File: src/rtl/mps_pkg.sv
package mps_pkg;

   typedef enum logic [1:0] {
      RT_NORMAL  = 2'd0,
      RT_BURST   = 2'd1,
      RT_REFRESH = 2'd2,
      RT_EXCEPT  = 2'd3
   } route_e;

   localparam int unsigned NUM_ROUTES = 4;

endpackage

File: src/rtl/mps_pattern_ram.sv
module mps_pattern_ram #(
   parameter int unsigned DEPTH  = 64,
   parameter int unsigned WORD_W = 32,
   parameter int unsigned AW     = $clog2(DEPTH)
) (
   input  logic              clk,
   input  logic              rst_n,
   input  logic              lock,
   input  logic              wr_en,
   input  logic [AW-1:0]     wr_addr,
   input  logic [WORD_W-1:0] wr_data,
   input  logic [AW-1:0]     rd_addr,
   output logic [WORD_W-1:0] rd_data,
   output logic              wr_reject
);

   logic [WORD_W-1:0] store_q [DEPTH];

   always_ff @(posedge clk) begin
      if (!rst_n) begin
         for (int i = 0; i < int'(DEPTH); i++) begin
            store_q[i] <= '0;
         end
         wr_reject <= 1'b0;
      end else begin
         wr_reject <= wr_en && lock;
         if (wr_en && !lock) begin
            store_q[wr_addr] <= wr_data;
         end
      end
   end

   assign rd_data = store_q[rd_addr];

endmodule

File: src/rtl/mps_arbiter.sv
module mps_arbiter #(
   parameter int unsigned N  = 4,
   parameter int unsigned IW = $clog2(N)
) (
   input  logic [N-1:0]  req,
   output logic          grant_valid,
   output logic [IW-1:0] grant_idx
);

   // Higher index means higher priority: the loop lets later hits overwrite.
   always_comb begin
      grant_valid = 1'b0;
      grant_idx   = '0;
      for (int i = 0; i < int'(N); i++) begin
         if (req[i]) begin
            grant_valid = 1'b1;
            grant_idx   = IW'(i);
         end
      end
   end

endmodule

File: src/rtl/mps_stepper.sv
module mps_stepper #(
   parameter int unsigned DEPTH = 64,
   parameter int unsigned AW    = $clog2(DEPTH),
   parameter int unsigned RW    = 2
) (
   input  logic          clk,
   input  logic          rst_n,
   input  logic          start,
   input  logic [RW-1:0] start_route,
   input  logic [AW-1:0] start_addr,
   input  logic          word_last,
   output logic          busy,
   output logic [AW-1:0] pc,
   output logic [RW-1:0] route
);

   localparam logic [AW-1:0] TOP_LOC = AW'(DEPTH - 1);

   logic finish;
   assign finish = word_last || (pc == TOP_LOC);

   always_ff @(posedge clk) begin
      if (!rst_n) begin
         busy  <= 1'b0;
         pc    <= '0;
         route <= '0;
      end else if (!busy) begin
         if (start) begin
            busy  <= 1'b1;
            pc    <= start_addr;
            route <= start_route;
         end
      end else if (finish) begin
         busy  <= 1'b0;
         pc    <= '0;
         route <= '0;
      end else begin
         pc <= pc + AW'(1);
      end
   end

endmodule

File: src/rtl/mps_decode.sv
module mps_decode #(
   parameter int unsigned WORD_W = 32,
   parameter int unsigned GPO_W  = 5
) (
   input  logic              active,
   input  logic [WORD_W-1:0] word,
   output logic [GPO_W-1:0]  gpo,
   output logic              amux,
   output logic              hold,
   output logic              last
);

   localparam int unsigned AMUX_BIT = GPO_W;
   localparam int unsigned HOLD_BIT = GPO_W + 1;
   localparam int unsigned LAST_BIT = GPO_W + 2;

   for (genvar g = 0; g < int'(GPO_W); g++) begin : g_gpo
      assign gpo[g] = active & word[g];
   end

   assign amux = active & word[AMUX_BIT];
   assign hold = active & word[HOLD_BIT];
   assign last = active & word[LAST_BIT];

   if (WORD_W > LAST_BIT + 1) begin : g_rsvd
      logic rsvd_unused;
      assign rsvd_unused = ^word[WORD_W-1:LAST_BIT+1];
   end

endmodule

File: src/rtl/mem_pattern_seq.sv
module mem_pattern_seq #(
   parameter int unsigned DEPTH       = 64,
   parameter int unsigned WORD_W      = 32,
   parameter int unsigned GPO_W       = 5,
   parameter int unsigned OFS_NORMAL  = 0,
   parameter int unsigned OFS_BURST   = 8,
   parameter int unsigned OFS_REFRESH = 48,
   parameter int unsigned OFS_EXCEPT  = 60,
   parameter int unsigned AW          = $clog2(DEPTH)
) (
   input  logic              clk,
   input  logic              rst_n,
   input  logic              wr_en,
   input  logic [AW-1:0]     wr_addr,
   input  logic [WORD_W-1:0] wr_data,
   input  logic              req_normal,
   input  logic              req_burst,
   input  logic              req_refresh,
   input  logic              req_except,
   output logic [GPO_W-1:0]  ctl_lines,
   output logic              addr_mux_sel,
   output logic              host_hold,
   output logic              seq_busy,
   output logic [1:0]        route,
   output logic              wr_reject
);

   import mps_pkg::*;

   localparam int unsigned NR = NUM_ROUTES;
   localparam int unsigned RW = $clog2(NR);

   if (DEPTH != (1 << AW)) begin : g_chk_depth
      $error("DEPTH must be a power of two");
   end
   if (GPO_W + 3 > WORD_W) begin : g_chk_width
      $error("word too narrow for control fields");
   end
   if (OFS_NORMAL >= DEPTH || OFS_BURST >= DEPTH ||
       OFS_REFRESH >= DEPTH || OFS_EXCEPT >= DEPTH) begin : g_chk_ofs
      $error("start offset outside pattern store");
   end
   if (RW != 2) begin : g_chk_rw
      $error("route code must be two bits");
   end

   logic [NR-1:0]     req_vec;
   logic              req_any;
   logic [RW-1:0]     grant_idx;
   logic [AW-1:0]     start_addr;
   logic [AW-1:0]     pc_q;
   logic [RW-1:0]     route_q;
   logic [WORD_W-1:0] cur_word;
   logic              word_last;

   assign req_vec[RT_NORMAL]  = req_normal;
   assign req_vec[RT_BURST]   = req_burst;
   assign req_vec[RT_REFRESH] = req_refresh;
   assign req_vec[RT_EXCEPT]  = req_except;

   mps_arbiter #(.N(NR), .IW(RW)) u_arb (
      .req         (req_vec),
      .grant_valid (req_any),
      .grant_idx   (grant_idx)
   );

   always_comb begin
      unique case (route_e'(grant_idx))
         RT_BURST:   start_addr = AW'(OFS_BURST);
         RT_REFRESH: start_addr = AW'(OFS_REFRESH);
         RT_EXCEPT:  start_addr = AW'(OFS_EXCEPT);
         default:    start_addr = AW'(OFS_NORMAL);
      endcase
   end

   mps_pattern_ram #(.DEPTH(DEPTH), .WORD_W(WORD_W), .AW(AW)) u_ram (
      .clk       (clk),
      .rst_n     (rst_n),
      .lock      (seq_busy),
      .wr_en     (wr_en),
      .wr_addr   (wr_addr),
      .wr_data   (wr_data),
      .rd_addr   (pc_q),
      .rd_data   (cur_word),
      .wr_reject (wr_reject)
   );

   mps_stepper #(.DEPTH(DEPTH), .AW(AW), .RW(RW)) u_step (
      .clk         (clk),
      .rst_n       (rst_n),
      .start       (req_any),
      .start_route (grant_idx),
      .start_addr  (start_addr),
      .word_last   (word_last),
      .busy        (seq_busy),
      .pc          (pc_q),
      .route       (route_q)
   );

   mps_decode #(.WORD_W(WORD_W), .GPO_W(GPO_W)) u_dec (
      .active (seq_busy),
      .word   (cur_word),
      .gpo    (ctl_lines),
      .amux   (addr_mux_sel),
      .hold   (host_hold),
      .last   (word_last)
   );

   assign route = route_q;

endmodule

File: config.mk
export PLATFORM = sky130hd
export DESIGN_NAME = mem_pattern_seq
export DESIGN_NICKNAME = d
export VERILOG_FILES = /design/src/rtl/mps_pkg.sv /design/src/rtl/mps_pattern_ram.sv /design/src/rtl/mps_arbiter.sv /design/src/rtl/mps_stepper.sv /design/src/rtl/mps_decode.sv /design/src/rtl/mem_pattern_seq.sv
export SDC_FILE = /design/constraint.sdc
export NUM_CORES = 1
export LEC_CHECK = 0
export BUFFER_PORTS_ARGS = -buffer_cell sky130_fd_sc_hd__buf_2
export CAP_MARGIN = 10
export CORE_MARGIN = 8
export CORE_UTILIZATION = 25
export CTS_BUF_LIST = sky130_fd_sc_hd__clkbuf_8
export CTS_CLUSTER_SIZE = 14
export DETAILED_ROUTE_END_ITERATION = 10
export GPL_ROUTABILITY_DRIVEN = 0
export PLACE_DENSITY = 0.45
export SYNTH_ARGS = -nofsm -noshare
export SYNTH_HDL_FRONTEND = slang
export SYNTH_SLANG_ARGS = --single-unit
File: constraint.sdc
create_clock -name clk -period 2.9 [get_ports clk]
set_input_delay 0.29 -clock clk [delete_from_list [all_inputs] [get_ports clk]]
set_output_delay 0.29 -clock clk [all_outputs]
set_load 0.05 [all_outputs]
==> impl_metrics.csv, run 1 <==
group,metric,value,unit
detailed_routing,drt_iter0_markers,1032,
sta,max_freq,287,MHz
critical_path,worstPathRequired,2.61,ns
detailed_routing,wire_per_inst,22.2,um
clock_network,cts_buffers,96,
critical_path,cp_num_cells,8,
synth,synth_top_cells_by_count,"and2_1 (513), edfxtp_1 (512), mux4_2 (140)",
critical_path,crit_chain,"buf_12 -> buf_12 -> mux4_2 -> mux4_2 -> mux2i_1 -> buf_4 -> o22ai_2 -> buf_6",
finish,nFillCells,9547,
floorplanning,std_cell_rows,114,
detailed_routing,routed-via-count,13700,
grt,grt_pass1_vias,14200,
pwr,total_power,18300,uW
synth,synth_top_area_share,63.2,%
flow_run,cap_violations,0,
finish,instances_no_fill,3096,
sta,rsz0062_at_grt,"true",
critical_path,endpoint_kind,"output port",
floorplanning,fp.dieW,328,um
detailed_routing,firstDrtPassIters,8,
place,post-place-ws,-0.104,ns
synth,yosysSeqAreaShare,64.5,%
critical_path,rrSetupSlack,0.20,ns
critical_path,cp_slowest_stage_delay,0.54,ns
sta,hold_viol_final,0,
grt,grt_overflow,0,
pwr,ir_drop,0.314,mV
sta,worst_pin_slew,0.889,ns
sta,fin_crit_sh,120,%
sta,period_minus_slack,3.49,ns
sta,finalWorstSetupSlack,-0.587,ns
pwr,power_density,634,nW/um^2
clock_network,clockBufferDepth,3,
synth,syn_nets,1637,
synth,syn_avg_cell_area,15.3,um^2
critical_path,reg2reg_depth,6,
synth,yosysTopAreaCell,"edfxtp_1",
synth,synth_edf_count,512,
detailed_routing,drc,0,
floorplanning,dieArea,108000,um^2
floorplanning,pin_count,56,
place,port_buffers,31,
critical_path,path_max_fanout,7,
critical_path,crit_buf_inv,4,
clock_network,htreeDepth,3,
place,dp.cells,2901,
floorplanning,initial_core_util,25.2,%
synth,synthArstFlopShare,0,%
status,violations,"setup timing",
critical_path,crit_end,"ctl_lines[2]",
floorplanning,core-area,96600,um^2
hold_path,hold_depth,4,
critical_path,worstPathArrival,3.20,ns
clock_network,clockRootBuffer,"clkbuf_8",
finish,drive_above_1_share,24.7,%
synth,ys_seq_elements,528,
sta,setup_viol_count_final,7,
detailed_routing,drtAntennaViolNets,0,
grt,grt_use_total,12.6,%
sta,slew_viol_final,0,
finish,nets,1780,
clock_network,clkLatencyLatePin,0.69,ns
critical_path,path_class,"reg2out",
critical_path,startpoint_type,"register",
grt,grt_max_degree,75,
critical_path,cp_top_family,"multiplexers",
sta,clock-skew-final,0.0238,ns
finish,syn_to_final_growth,18.3,%
detailed_routing,wirelength,68800,um
place,dp_hpwl,44200,um
sta,relSlewSlack,40.8,%
clock_network,cts_sinks,528,
pwr,p_leak,0.0101,uW
floorplanning,die_y,328,um
detailed_routing,vias_per_cell,4.44,
synth,ys_types,42,
synth,synthCells,1591,
synth,netlist_area,24300,um^2
hold_path,hp-class,"in2reg",
synth,ys.flop_type,"edfxtp_1",
clock_network,cts_tree,"done",
clock_network,clkTransAtPathRegs,0.06,ns
grt,antenna_found_initial,4,
critical_path,crit_slowest_cell,"mux4_2",
synth,ys_warn_count,0,
grt,grt_pass1_wl,100000,um
status,outcome,"complete, but fails checks",
synth,synth_most_common_cell,"and2_1",
synth,synth_area_leaders,"edfxtp_1 (63%), and2_1 (13%), mux4_2 (13%), mux2i_1 (1.9%), o21ai_0 (1.5%)",
==> worst min path at each step <==
stage	from	end
2_1_floorplan	wr_en	u_ram.wr_reject
3_3_place_gp	u_step.route[0]	u_step.route[0]
5_1_grt	req_except	register
3_5_place_dp	u_step.route[0]	u_step.route[0]
6_report	req_except	register
4_1_cts	req_except	register
==> sequential cells by signal, indices dropped and copies added (netlist names), named ones only <==
signal / flops
u_ram.store_q: 512
u_step.pc: 6
u_step.route: 2
u_ram.wr_reject: 1
u_step.busy: 1
==> kinds of logic (layout without fill, tap and decap cells) <==
group | count (synthesis) | after routing | share of synthesized area, %
mux | 186 | 186 | 14.8
xor+xnor | 2 | 2 | 0.0720
compound gates | 119 | 119 | 2.93
simple gates | 628 | 628 | 15.3
other cells | 0 | 5 | 0
flops | 528 | 528 | 64.5
fa+ha+maj | 1 | 1 | 0.0514
buf+inv | 127 | 351 | 2.33
==> placed cells by master, fill, tap and decap left out, types with 2 or more instances in the layout <==
cell	instances
a211oi_1	2
a21oi_1	8
a22oi_1	16
and2_1	513
buf_12	14
buf_16	4
buf_2	24
buf_4	110
buf_6	12
bufinv_16	4
clkbuf_8	97
clkinv_1	32
clkinv_2	18
clkinvlp_4	2
dfxtp_1	13
dfxtp_4	2
diode_2	5
dlygate4sd3_1	4
edfxtp_1	512
inv_1	25
inv_6	4
mux2i_1	42
mux2i_2	3
mux4_2	140
nand2_1	15
nand2b_1	4
nand3_1	5
nand3b_1	3
nor2_1	75
nor2b_1	4
nor4_2	2
o211a_1	3
o21a_1	3
o21ai_0	72
o221a_1	3
o22ai_2	7
xor2_1	2
==> routing by layer <==
metal	vias up	GRT usage, %	share of wire (%)
li1	6225	-	-
met1	7069	17.3	46
met2	346	20.1	46
met3	103	2.81	5.4
met4	2	3.22	2.2
met5	-	0	0.016
==> layout make-up <==
type | instances | area, um^2 | area share (%)
inverters | 3 | 11.3 | 0.0391
multi-input cells | 936 | 8150 | 28.3
diodes | 5 | 12.5 | 0.0434
clock inverters | 82 | 463 | 1.61
clock buffers | 97 | 1340 | 4.64
well taps | 1276 | 1600 | 5.54
flip-flops and latches | 528 | 15700 | 54.5
repair buffers | 169 | 1530 | 5.30
==> worst min-delay path: stages <==
cell,delay [ns]
buf_2,0.11
o21ai_0,0.12
inv_1,0.09
o21a_1,0.15
==> stage by stage <==
| stage | cell area, um^2 | util [%] | hold WS [ns] | setup TNS [ns] |
|---|---|---|---|---|
| 2_1_floorplan | 24300 | - | 0.449 | 0 |
| 3_3_place_gp | 26700 | 27.6 | 0.508 | -0.0736 |
| 3_5_place_dp | 26700 | 27.6 | 0.518 | -0.104 |
| 4_1_cts | 28700 | 29.8 | 0.0458 | -4.63 |
| 5_1_grt | 28800 | 29.8 | 0.0905 | -4.79 |
| 6_report | 28800 | 29.8 | 0.116 | -3.90 |
==> what timing repair did <==
item,CTS,global route
hold endpoints to repair,2,0
cloned,2,0
gates resized for setup,28,10
setup endpoints to repair,7,7
buffers inserted,4,1
hold buffers,4,0
==> power breakdown <==
group / switching, uW / internal (uW) / total [uW]
Clock: 3230 / 3490 / 6720
Sequential: 145 / 8630 / 8770
Combinational: 1500 / 1270 / 2770
Total: 4880 / 13400 / 18300
(Power assumes the default switching activity.)
==> run 2: changes to the inputs <==
--- a/config.mk
+++ b/config.mk
@@ -17,3 +17,4 @@
 export SYNTH_ARGS = -nofsm -noshare
 export SYNTH_HDL_FRONTEND = slang
 export SYNTH_SLANG_ARGS = --single-unit
+export TNS_END_PERCENT = 50
==> run 2 against run 1 <==
Effect of this change:
- the run still ends with setup timing left
- clock skew barely moved
- utilization barely moved
- fmax barely moved
- via count barely moved
- critical path depth did not move
- cell count barely moved
- die area did not move
==> impl_metrics.csv, run 2 (synthesis results as in run 1) <==
group,metric,value,unit
status,outcome,"complete, but fails checks",
status,violations,"setup timing",
hold_path,hp-class,"in2reg",
floorplanning,dieArea,108000,um^2
pwr,p_leak,0.0101,uW
pwr,total_power,18300,uW
place,port_buffers,31,
critical_path,startpoint_type,"register",
sta,max_freq,287,MHz
sta,worst_pin_slew,0.883,ns
critical_path,path_class,"reg2out",
pwr,ir_drop,0.314,mV
sta,fin_crit_sh,120,%
clock_network,htreeDepth,3,
finish,final_cell_mix,"and2_1 (513), edfxtp_1 (512), mux4_2 (140), buf_4 (110), clkbuf_8 (97)",
grt,antenna_found_initial,4,
grt,grt_use_total,12.6,%
critical_path,endpoint_kind,"output port",
grt,grt_max_degree,75,
sta,relSlewSlack,41.1,%
finish,utilization,29.8,%
detailed_routing,drc,0,
grt,grt_overflow,0,
place,dp.cells,2901,
clock_network,cts_buffers,96,
floorplanning,fp.dieW,328,um
floorplanning,die_y,328,um
finish,largest_register_ffs,512,
detailed_routing,routed-via-count,13700,
finish,syn_to_final_growth,18.3,%
floorplanning,std_cell_rows,114,
place,post-place-ws,-0.104,ns
clock_network,cts_tree,"done",
critical_path,worstPathArrival,3.20,ns
flow_run,cap_violations,0,
critical_path,path_max_fanout,7,
finish,final_common_cell,"and2_1",
clock_network,clockRootBuffer,"clkbuf_8",
floorplanning,initial_core_util,25.2,%
sta,setup_viol_count_final,7,
detailed_routing,wire_per_inst,22.2,um
finish,nets,1780,
pwr,power_density,634,nW/um^2
finish,instances_no_fill,3095,
sta,hold_viol_final,0,
detailed_routing,vias_per_cell,4.44,
sta,clock-skew-final,0.0233,ns
sta,period_minus_slack,3.49,ns
detailed_routing,wirelength,68800,um
detailed_routing,firstDrtPassIters,8,
hold_path,min_from,"req_except",
sta,hold_ws,0.123,ns
finish,reg_top3,"u_ram.store_q: 512 flops, u_step.pc: 6 flops, u_step.route: 2 flops",
grt,grt_pass1_vias,14200,
finish,top_register,"u_ram.store_q",
clock_network,clkTransAtPathRegs,0.06,ns
floorplanning,core-area,96600,um^2
sta,finalWorstSetupSlack,-0.585,ns
clock_network,cts_sinks,528,
floorplanning,pin_count,56,
finish,drive_above_1_share,24.7,%
clock_network,clockBufferDepth,3,
place,dp_hpwl,44200,um
grt,grt_pass1_wl,100000,um
sta,slew_viol_final,0,
detailed_routing,drt_iter0_markers,1040,
clock_network,clkLatencyLatePin,0.69,ns
critical_path,worstPathRequired,2.61,ns
detailed_routing,drtAntennaViolNets,0,
sta,rsz0062_at_grt,"true",
run 2: through the flow:
step / area (um^2) / setup TNS, ns
finish: 28800 / -3.89
global route: 28800 / -4.79
CTS: 28700 / -4.63
detailed placement: 26700 / -0.104
global placement: 26700 / -0.0736
floorplan: 24300 / 0
run 2: final cells by class:
class,count,area [um^2]
Fill cell,9548,67800
Clock inverter,82,463
Inverter,3,11.3
Sequential cell,528,15700
Tap cell,1276,1600
Clock buffer,97,1340
Timing Repair Buffer,169,1530
Antenna cell,4,10.0
Multi-Input combinational cell,936,8150
run 2: worst paths after layout:
kind                endpoint  slack (ns)  cells after the start
max             ctl_lines[2]       -0.59                      8
min             u_step.pc[2]        0.12                      4
max reg2reg     u_step.pc[3]        0.22                      6
min reg2reg  u_step.route[1]        0.53                      1
run 2: worst max-delay path, stage by stage, from the launching register on:
cell	delay [ns]
dfxtp_4	0.44
buf_12	0.17
buf_12	0.14
mux4_2	0.54
mux4_2	0.52
mux2i_1	0.22
buf_4	0.19
o22ai_2	0.10
buf_6	0.19
run 2: where the power goes:
group          switching, uW  internal, uW
logic                   1500          1270
clock network           3230          3490
registers                145          8630
run 2: layer usage:
metal | vias up | share of wire (%) | GRT usage, %
met3 | 104 | 5.7 | 2.81
met5 | - | 0.016 | 0
li1 | 6220 | - | -
met1 | 7048 | 46 | 17.4
met2 | 364 | 46 | 20.1
met4 | 2 | 2.2 | 3.22
run 2: repair_timing:
| action | CTS | global route |
|---|---|---|
| setup endpoints to repair | 7 | 7 |
| gates resized for setup | 28 | 10 |
| setup buffers | 4 | 1 |
| hold buffers | 4 | 0 |
| gates cloned | 2 | 0 |
| endpoints found under the hold margin | 2 | 0 |
